`src/rtl/rxd_pkg.sv`:
```
package rxd_pkg;
  typedef enum logic [1:0] {
    ST_HDR  = 2'd0,
    ST_BODY = 2'd1,
    ST_DROP = 2'd2
  } rxd_state_e;

  localparam logic [7:0] CODE_NONE  = 8'h00;
  localparam logic [7:0] CODE_ES    = 8'h01;
  localparam logic [7:0] CODE_SHORT = 8'h02;
  localparam logic [7:0] CODE_OVR   = 8'h03;
  localparam logic [7:0] CODE_RUNT  = 8'h04;
endpackage

```
`src/rtl/rxd_hdr_decode.sv`:
```
module rxd_hdr_decode #(
  parameter int DATA_W    = 32,
  parameter int LEN_LSB   = 16,
  parameter int LEN_W     = 14,
  parameter int ES_BIT    = 15,
  parameter int FCS_BYTES = 4,
  parameter int WB        = DATA_W / 8,
  parameter int KC_W      = $clog2(WB + 1)
) (
  input  logic [DATA_W-1:0] word_i,
  input  logic              last_i,
  input  logic [KC_W-1:0]   kcnt_i,
  output logic [LEN_W-1:0]  len_o,
  output logic              bad_o,
  output logic [7:0]        code_o
);
  import rxd_pkg::*;

  logic short_w, es_w, runt_w;

  always_comb begin
    len_o   = word_i[LEN_LSB +: LEN_W];
    short_w = last_i && (kcnt_i < KC_W'(WB));
    es_w    = word_i[ES_BIT];
    runt_w  = len_o <= LEN_W'(FCS_BYTES);
    // priority: short word, error flag, runt, nothing after the header
    if (short_w)     code_o = CODE_SHORT;
    else if (es_w)   code_o = CODE_ES;
    else if (runt_w) code_o = CODE_RUNT;
    else if (last_i) code_o = CODE_OVR;
    else             code_o = CODE_NONE;
    bad_o = code_o != CODE_NONE;
  end
endmodule

```
`src/rtl/rxd_seg_plan.sv`:
```
module rxd_seg_plan #(
  parameter int LEN_W     = 14,
  parameter int FCS_BYTES = 4,
  parameter int WB        = 4,
  parameter int KC_W      = $clog2(WB + 1)
) (
  input  logic [LEN_W-1:0] rem_i,
  input  logic             last_i,
  input  logic [KC_W-1:0]  kcnt_i,
  output logic [KC_W-1:0]  n_pay_o,
  output logic             pay_last_o,
  output logic             frame_end_o,
  output logic             overrun_o,
  output logic [LEN_W-1:0] rem_next_o
);
  localparam logic [LEN_W-1:0] LEN_WB  = LEN_W'(WB);
  localparam logic [LEN_W-1:0] LEN_FCS = LEN_W'(FCS_BYTES);

  logic [LEN_W-1:0] pay_rem;
  logic [KC_W-1:0]  need;

  always_comb begin
    pay_rem     = (rem_i > LEN_FCS) ? rem_i - LEN_FCS : '0;
    need        = (rem_i > LEN_WB) ? KC_W'(WB) : KC_W'(rem_i);
    overrun_o   = last_i && ((rem_i > LEN_WB) || (kcnt_i < need));
    n_pay_o     = (pay_rem >= LEN_WB) ? KC_W'(WB) : KC_W'(pay_rem);
    pay_last_o  = (pay_rem != '0) && (pay_rem <= LEN_WB);
    frame_end_o = rem_i <= LEN_WB;
    rem_next_o  = (rem_i > LEN_WB) ? rem_i - LEN_WB : '0;
  end
endmodule

```
`src/rtl/rxd_byte_ser.sv`:
```
module rxd_byte_ser #(
  parameter int WB   = 4,
  parameter int KC_W = $clog2(WB + 1)
) (
  input  logic            clk_i,
  input  logic            rst_ni,
  input  logic            load_i,
  input  logic [8*WB-1:0] ld_data_i,
  input  logic [KC_W-1:0] ld_cnt_i,
  input  logic            ld_first_i,
  input  logic            ld_last_i,
  input  logic            ld_err_i,
  output logic            ready_o,
  output logic [7:0]      m_tdata_o,
  output logic            m_tvalid_o,
  input  logic            m_tready_i,
  output logic            m_tfirst_o,
  output logic            m_tlast_o,
  output logic            m_terr_o
);
  localparam int IDX_W = (WB > 1) ? $clog2(WB) : 1;

  logic [8*WB-1:0] data_q;
  logic [KC_W-1:0] cnt_q;
  logic [IDX_W-1:0] idx_q;
  logic first_q, last_q, err_q;
  logic fire;

  assign m_tvalid_o = cnt_q != '0;
  assign fire       = m_tvalid_o && m_tready_i;
  assign ready_o    = (cnt_q == '0) || ((cnt_q == KC_W'(1)) && m_tready_i);
  assign m_tdata_o  = data_q[{idx_q, 3'b000} +: 8];
  assign m_tfirst_o = first_q && (idx_q == '0);
  assign m_tlast_o  = last_q && (cnt_q == KC_W'(1));
  assign m_terr_o   = err_q;

  always_ff @(posedge clk_i or negedge rst_ni) begin
    if (!rst_ni) begin
      data_q  <= '0;
      cnt_q   <= '0;
      idx_q   <= '0;
      first_q <= 1'b0;
      last_q  <= 1'b0;
      err_q   <= 1'b0;
    end else if (load_i) begin
      data_q  <= ld_data_i;
      cnt_q   <= ld_cnt_i;
      idx_q   <= '0;
      first_q <= ld_first_i;
      last_q  <= ld_last_i;
      err_q   <= ld_err_i;
    end else if (fire) begin
      cnt_q <= cnt_q - KC_W'(1);
      idx_q <= idx_q + IDX_W'(1);
    end
  end


  hold_on_stall_chk: assert property (@(posedge clk_i) disable iff (!rst_ni)
    (m_tvalid_o && !m_tready_i) |=> (m_tvalid_o && $stable(m_tdata_o) &&
      $stable(m_tfirst_o) && $stable(m_tlast_o) && $stable(m_terr_o)));


  no_overwrite_chk: assert property (@(posedge clk_i) disable iff (!rst_ni)
    load_i |-> ready_o);
endmodule

```
`src/rtl/rxd_deframer.sv`:
```
module rxd_deframer #(
  parameter int DATA_W    = 32,
  parameter int LEN_LSB   = 16,
  parameter int LEN_W     = 14,
  parameter int ES_BIT    = 15,
  parameter int FCS_BYTES = 4
) (
  input  logic              clk_i,
  input  logic              rst_ni,
  input  logic [DATA_W-1:0] s_tdata_i,
  input  logic [DATA_W/8-1:0] s_tkeep_i,
  input  logic              s_tvalid_i,
  input  logic              s_tlast_i,
  output logic              s_tready_o,
  output logic [7:0]        m_tdata_o,
  output logic              m_tvalid_o,
  input  logic              m_tready_i,
  output logic              m_tfirst_o,
  output logic              m_tlast_o,
  output logic              m_terr_o
);
  import rxd_pkg::*;

  localparam int WB   = DATA_W / 8;
  localparam int KC_W = $clog2(WB + 1);

  rxd_state_e state_q, state_d;
  logic [LEN_W-1:0] rem_q, rem_d;
  logic sent_q, sent_d;

  logic [KC_W-1:0] kcnt;
  logic accept, ser_ready;
  logic [LEN_W-1:0] hdr_len;
  logic hdr_bad;
  logic [7:0] hdr_code;
  logic [KC_W-1:0] n_pay;
  logic pay_last, frame_end, overrun;
  logic [LEN_W-1:0] rem_next;

  logic ld;
  logic [DATA_W-1:0] ld_data;
  logic [KC_W-1:0] ld_cnt;
  logic ld_first, ld_last, ld_err;

  always_comb begin
    kcnt = '0;
    for (int b = 0; b < WB; b++) kcnt = kcnt + KC_W'(s_tkeep_i[b]);
    if (!s_tlast_i) kcnt = KC_W'(WB);
  end

  assign s_tready_o = ser_ready;
  assign accept     = s_tvalid_i && ser_ready;

  rxd_hdr_decode #(
    .DATA_W(DATA_W), .LEN_LSB(LEN_LSB), .LEN_W(LEN_W), .ES_BIT(ES_BIT),
    .FCS_BYTES(FCS_BYTES), .WB(WB), .KC_W(KC_W)
  ) u_hdr (
    .word_i(s_tdata_i), .last_i(s_tlast_i), .kcnt_i(kcnt),
    .len_o(hdr_len), .bad_o(hdr_bad), .code_o(hdr_code)
  );

  rxd_seg_plan #(
    .LEN_W(LEN_W), .FCS_BYTES(FCS_BYTES), .WB(WB), .KC_W(KC_W)
  ) u_plan (
    .rem_i(rem_q), .last_i(s_tlast_i), .kcnt_i(kcnt),
    .n_pay_o(n_pay), .pay_last_o(pay_last), .frame_end_o(frame_end),
    .overrun_o(overrun), .rem_next_o(rem_next)
  );

  always_comb begin
    state_d  = state_q;
    rem_d    = rem_q;
    sent_d   = sent_q;
    ld       = 1'b0;
    ld_data  = '0;
    ld_cnt   = '0;
    ld_first = 1'b0;
    ld_last  = 1'b0;
    ld_err   = 1'b0;
    if (accept) begin
      unique case (state_q)
        ST_HDR: begin
          if (hdr_bad) begin
            ld       = 1'b1;
            ld_data  = DATA_W'(hdr_code);
            ld_cnt   = KC_W'(1);
            ld_first = 1'b1;
            ld_last  = 1'b1;
            ld_err   = 1'b1;
            state_d  = s_tlast_i ? ST_HDR : ST_DROP;
          end else begin
            rem_d   = hdr_len;
            sent_d  = 1'b0;
            state_d = ST_BODY;
          end
        end
        ST_BODY: begin
          if (overrun) begin
            ld       = 1'b1;
            ld_data  = DATA_W'(CODE_OVR);
            ld_cnt   = KC_W'(1);
            ld_first = !sent_q;
            ld_last  = 1'b1;
            ld_err   = 1'b1;
            state_d  = ST_HDR;
          end else begin
            if (n_pay != '0) begin
              ld       = 1'b1;
              ld_data  = s_tdata_i;
              ld_cnt   = n_pay;
              ld_first = !sent_q;
              ld_last  = pay_last;
              sent_d   = 1'b1;
            end
            rem_d = rem_next;
            if (frame_end) state_d = ST_HDR;
          end
        end
        ST_DROP: begin
          if (s_tlast_i) state_d = ST_HDR;
        end
        default: state_d = ST_HDR;
      endcase
    end
  end

  always_ff @(posedge clk_i or negedge rst_ni) begin
    if (!rst_ni) begin
      state_q <= ST_HDR;
      rem_q   <= '0;
      sent_q  <= 1'b0;
    end else begin
      state_q <= state_d;
      rem_q   <= rem_d;
      sent_q  <= sent_d;
    end
  end

  rxd_byte_ser #(.WB(WB), .KC_W(KC_W)) u_ser (
    .clk_i(clk_i), .rst_ni(rst_ni),
    .load_i(ld), .ld_data_i(ld_data), .ld_cnt_i(ld_cnt),
    .ld_first_i(ld_first), .ld_last_i(ld_last), .ld_err_i(ld_err),
    .ready_o(ser_ready),
    .m_tdata_o(m_tdata_o), .m_tvalid_o(m_tvalid_o), .m_tready_i(m_tready_i),
    .m_tfirst_o(m_tfirst_o), .m_tlast_o(m_tlast_o), .m_terr_o(m_terr_o)
  );


  abort_closes_frame_chk: assert property (@(posedge clk_i) disable iff (!rst_ni)
    (m_tvalid_o && m_terr_o) |-> m_tlast_o);


  end_resyncs_chk: assert property (@(posedge clk_i) disable iff (!rst_ni)
    (s_tvalid_i && s_tready_o && s_tlast_i) |=> (state_q == ST_HDR));


  body_has_bytes_chk: assert property (@(posedge clk_i) disable iff (!rst_ni)
    (state_q == ST_BODY) |-> (rem_q != '0));


  idle_after_reset_chk: assert property (@(posedge clk_i) disable iff (!rst_ni)
    $rose(rst_ni) |-> !m_tvalid_o);
endmodule

```
`config.mk`:
```
export PLATFORM = sky130hd
export DESIGN_NAME = rxd_deframer
export DESIGN_NICKNAME = d
export VERILOG_FILES = /design/src/rtl/rxd_pkg.sv /design/src/rtl/rxd_hdr_decode.sv /design/src/rtl/rxd_seg_plan.sv /design/src/rtl/rxd_byte_ser.sv /design/src/rtl/rxd_deframer.sv
export SDC_FILE = /design/constraint.sdc
export NUM_CORES = 1
export LEC_CHECK = 0
export CELL_PAD_IN_SITES_DETAIL_PLACEMENT = 2
export CELL_PAD_IN_SITES_GLOBAL_PLACEMENT = 2
export CORE_ASPECT_RATIO = 1.4
export CORE_MARGIN = 4
export CORE_UTILIZATION = 36
export CTS_BUF_LIST = sky130_fd_sc_hd__clkbuf_16
export DETAILED_ROUTE_END_ITERATION = 8
export GPL_TIMING_DRIVEN = 0
export PLACE_DENSITY_LB_ADDON = 0.2
export SLEW_MARGIN = 10
export SYNTH_ARGS = -nofsm -noshare
export SYNTH_HDL_FRONTEND = slang
export SYNTH_SLANG_ARGS = --single-unit
```
`constraint.sdc`:
```
create_clock -name clk_i -period 5.3 [get_ports clk_i]
set_clock_uncertainty 0.1 [all_clocks]
set_input_delay 1.06 -clock clk_i [delete_from_list [all_inputs] [get_ports clk_i]]
set_output_delay 1.06 -clock clk_i [all_outputs]
set_load 0.03 [all_outputs]
```
==> results.json <==
{
  "outcome": "complete, no violations",
  "worst_hold_slack_ps": 375.7,
  "synth_warnings": 0,
  "drtIter0Drc": 157,
  "ios": 54,
  "syn_inst": 347,
  "grt.total_usage": 0.2525,
  "synth-edff-count": 0,
  "firstDrtPassIters": 5,
  "synth.distinct_cells": 58,
  "drv_cap": 0,
  "async_reset_ff_frac": 1.000,
  "grt_pass1_vias": 3564,
  "p_per_area_nw_per_um2": 675.0,
  "use_met2": 0.4619,
  "cts_buffers": 9,
  "antennaDiodeCount": 0,
  "finalCriticalPeriod_ps": 4551,
  "cts-htree-levels": 3,
  "die_area_um2": 11070,
  "synthesis.area_um2": 3395,
  "fin_crit_sh": 0.8586,
  "die_w_um": 90.07,
  "clockRootBuffer": "clkbuf_16",
  "dp_hpwl_um": 9416,
  "post_cts_resized": 0,
  "grt_setup_unrepaired": "no",
  "wire_per_inst_um": 25.78,
  "setup_tns_ps": 0,
  "busiest_layer": "met2",
  "use_met1": 0.2935,
  "clk_path_buf_depth": 2,
  "rows": 41,
  "drc_errors": 0,
  "wirelength_um": 13460,
  "hold_viol_final": 0,
  "leakage_nw": 1.845,
  "fill_cells": 940,
  "antenna_found_initial": 0,
  "hp-class": "flip-flop to flip-flop",
  "finalSetupViolations": 0,
  "slew_viol_final": 0,
  "yosysSeqAreaShare": 0.4202,
  "path_clk_slew_ps": 60,
  "detail-route-antenna-nets": 0,
  "fp.dieH_um": 122.9,
  "fp.coreArea_um2": 9131,
  "ir_drop_uv": 207.4,
  "final_util": 0.4807,
  "clk_latency_ps": 340,
  "route.vias.total": 3251,
  "initial_utilization": 0.3717,
  "max_freq_ghz": 0.2197,
  "hold_buffers": 0,
  "gr-total-overflow": 0,
  "regArea_um2": 1426,
  "cts_tree": "built",
  "nets": 462,
  "grt_pass1_wl_um": 21300,
  "critical_path_required_ps": 5410,
  "relSlewSlack": 0.4841,
  "numPortBuffers": 52,
  "ys.flop_type": "dfrtp_1",
  "synth_nets": 399,
  "end_kind": "flip-flop",
  "multi_input_area_um2": 1823,
  "critical_path.max_fanout": 10,
  "place_congestion": 0.8474,
  "tightest_slew_ps": 773.8,
  "drive_gt1_frac": 0.1084,
  "via_per_inst": 6.228,
  "cts_sinks": 57,
  "critPathArrivalTime_ps": 4660,
  "syn_to_final_growth_pct": 29.30,
  "ys_ff_latch": 57,
  "cts_setup_buffers": 0,
  "worstSetupPathType": "input pin to flip-flop",
  "grt_max_degree": 58,
  "met3_usage": 0.03713,
  "avgSynthCellArea_um2": 9.782,
  "start_kind": "input pin"
}
## report_power, final
group          switching [mW]  leakage (nW)  internal [mW]
clock                   0.218         0.172          0.456
sequential              0.208         0.733          0.642
combinational           0.848         0.940          0.591
## through the flow
step | total power [mW] | setup WS, ps | cell area (um2) | std cells
2_1_floorplan | 1.722 | 1316 | 3395 | 347
3_5_place_dp | 2.232 | 427.6 | 4046 | 506
5_1_grt | 3.145 | 323.9 | 4389 | 522
6_report | 2.963 | 749.2 | 4389 | 522
4_1_cts | 2.964 | 714.1 | 4383 | 522
3_3_place_gp | 2.155 | 555.3 | 4049 | 506
## layer usage
layer	up-vias	part of all wire
met1	1694	0.40
met4	0	0.033
met5	-	0
li1	1447	-
met2	79	0.54
met3	31	0.031
## cell usage after synthesis (2+ instances only)
| cell type | count | share of area |
|---|---|---|
| a21o_1 | 3 | 0.0066 |
| a21oi_1 | 20 | 0.029 |
| a22o_1 | 29 | 0.075 |
| a31oi_1 | 3 | 0.0055 |
| a32o_1 | 2 | 0.0059 |
| a32oi_1 | 4 | 0.010 |
| a41oi_1 | 3 | 0.0077 |
| and2_1 | 4 | 0.0074 |
| and3_1 | 2 | 0.0037 |
| and4_1 | 2 | 0.0052 |
| buf_2 | 4 | 0.0059 |
| buf_6 | 4 | 0.013 |
| clkbuf_1 | 13 | 0.014 |
| dfrtp_1 | 57 | 0.42 |
| ha_1 | 10 | 0.037 |
| inv_1 | 8 | 0.0088 |
| mux4_2 | 8 | 0.053 |
| nand2_1 | 26 | 0.029 |
| nand2b_1 | 5 | 0.0092 |
| nand3_1 | 7 | 0.010 |
| nand4_1 | 4 | 0.0074 |
| nor2_1 | 28 | 0.031 |
| nor2b_1 | 3 | 0.0055 |
| nor3_1 | 14 | 0.021 |
| nor3b_1 | 3 | 0.0066 |
| nor4_1 | 7 | 0.013 |
| o21ai_0 | 30 | 0.044 |
| o21ai_1 | 4 | 0.0059 |
| o31ai_1 | 3 | 0.0066 |
| or2_2 | 3 | 0.0055 |
| or4_1 | 3 | 0.0066 |
| or4_4 | 2 | 0.0066 |
| xnor2_1 | 4 | 0.010 |
## cells in the final DEF (no fill, tap or decap), drive strengths merged, types with 2 or more instances in the layout
cell,synthesis,routed
dfrtp,57,57
clkdlybuf4s50,0,51
o21ai,35,35
a22o,29,29
nor2,28,28
nand2,26,26
clkbuf,13,22
a21oi,21,21
nor3,15,15
inv,8,10
ha,10,10
buf,9,10
mux4,8,8
nor4,8,8
nand3,7,7
nand2b,5,5
or4,5,5
and2,4,4
nand4,4,4
a32oi,4,4
xnor2,4,4
a31oi,4,4
nor3b,3,3
or2,3,3
nor2b,3,3
o31ai,3,3
a41oi,3,3
a21o,3,3
bufinv,0,3
and3,3,3
and4,2,2
a32o,2,2
a21boi,2,2
clkinv,0,2
## worst paths after layout
path / from / to / slack [ps] / depth (start not counted)
max: s_tkeep_i[1] / u_ser.data_q[15]$_DFFE_PN0P_ / 750 / 15
min: u_ser.first_q$_DFFE_PN0P_ / u_ser.first_q$_DFFE_PN0P_ / 380 / 1
max reg2reg: rem_q[2]$_DFFE_PN0P_ / u_ser.data_q[15]$_DFFE_PN0P_ / 760 / 16
min in group asynchronous: rst_ni / u_ser.data_q[0]$_DFFE_PN0P_ / 700 / 1
min reg2reg: u_ser.first_q$_DFFE_PN0P_ / u_ser.first_q$_DFFE_PN0P_ / 380 / 1
max in group asynchronous: rst_ni / u_ser.data_q[17]$_DFFE_PN0P_ / 3890 / 1
## area by class of cell
type                       instances  area share
clock buffer                       9     0.05131
tap                              107     0.03050
clock inverter                     7     0.02537
timing repair buffer              52      0.1180
inverter                           8    0.006842
buffer                            22     0.02765
sequential                        57      0.3250
multi-input combinational        260      0.4153
## logic make-up after synthesis
| group | synth area share |
|---|---|
| mux | 0.05603 |
| xor+xnor | 0.01032 |
| buf+inv | 0.04460 |
| simple gates | 0.1865 |
| fa+ha+maj | 0.04276 |
| flops | 0.4202 |
| compound gates | 0.2396 |
## flip-flops by register name (all words and copies together) (netlist names)
signal,count
u_ser.idx_q,2
rem_q,14
u_ser.data_q,32
u_ser.first_q,1
sent_q,1
u_ser.last_q,1
u_ser.cnt_q,3
u_ser.m_terr_o,1
state_q,2
## worst max-delay path, cell delays in order
cell and delay [ps]:
clkdlybuf4s50_1 490, fa_1 420, ha_1 190, ha_1 180, nand2b_1 180, ha_1 350
a21oi_1 160, o21ai_0 120, a31oi_1 260, o21ai_1 190, and2_1 280, and3_4 220
buf_6 140, buf_6 140, a22o_1 260
Note: power is estimated with default switching activity, not from simulation.
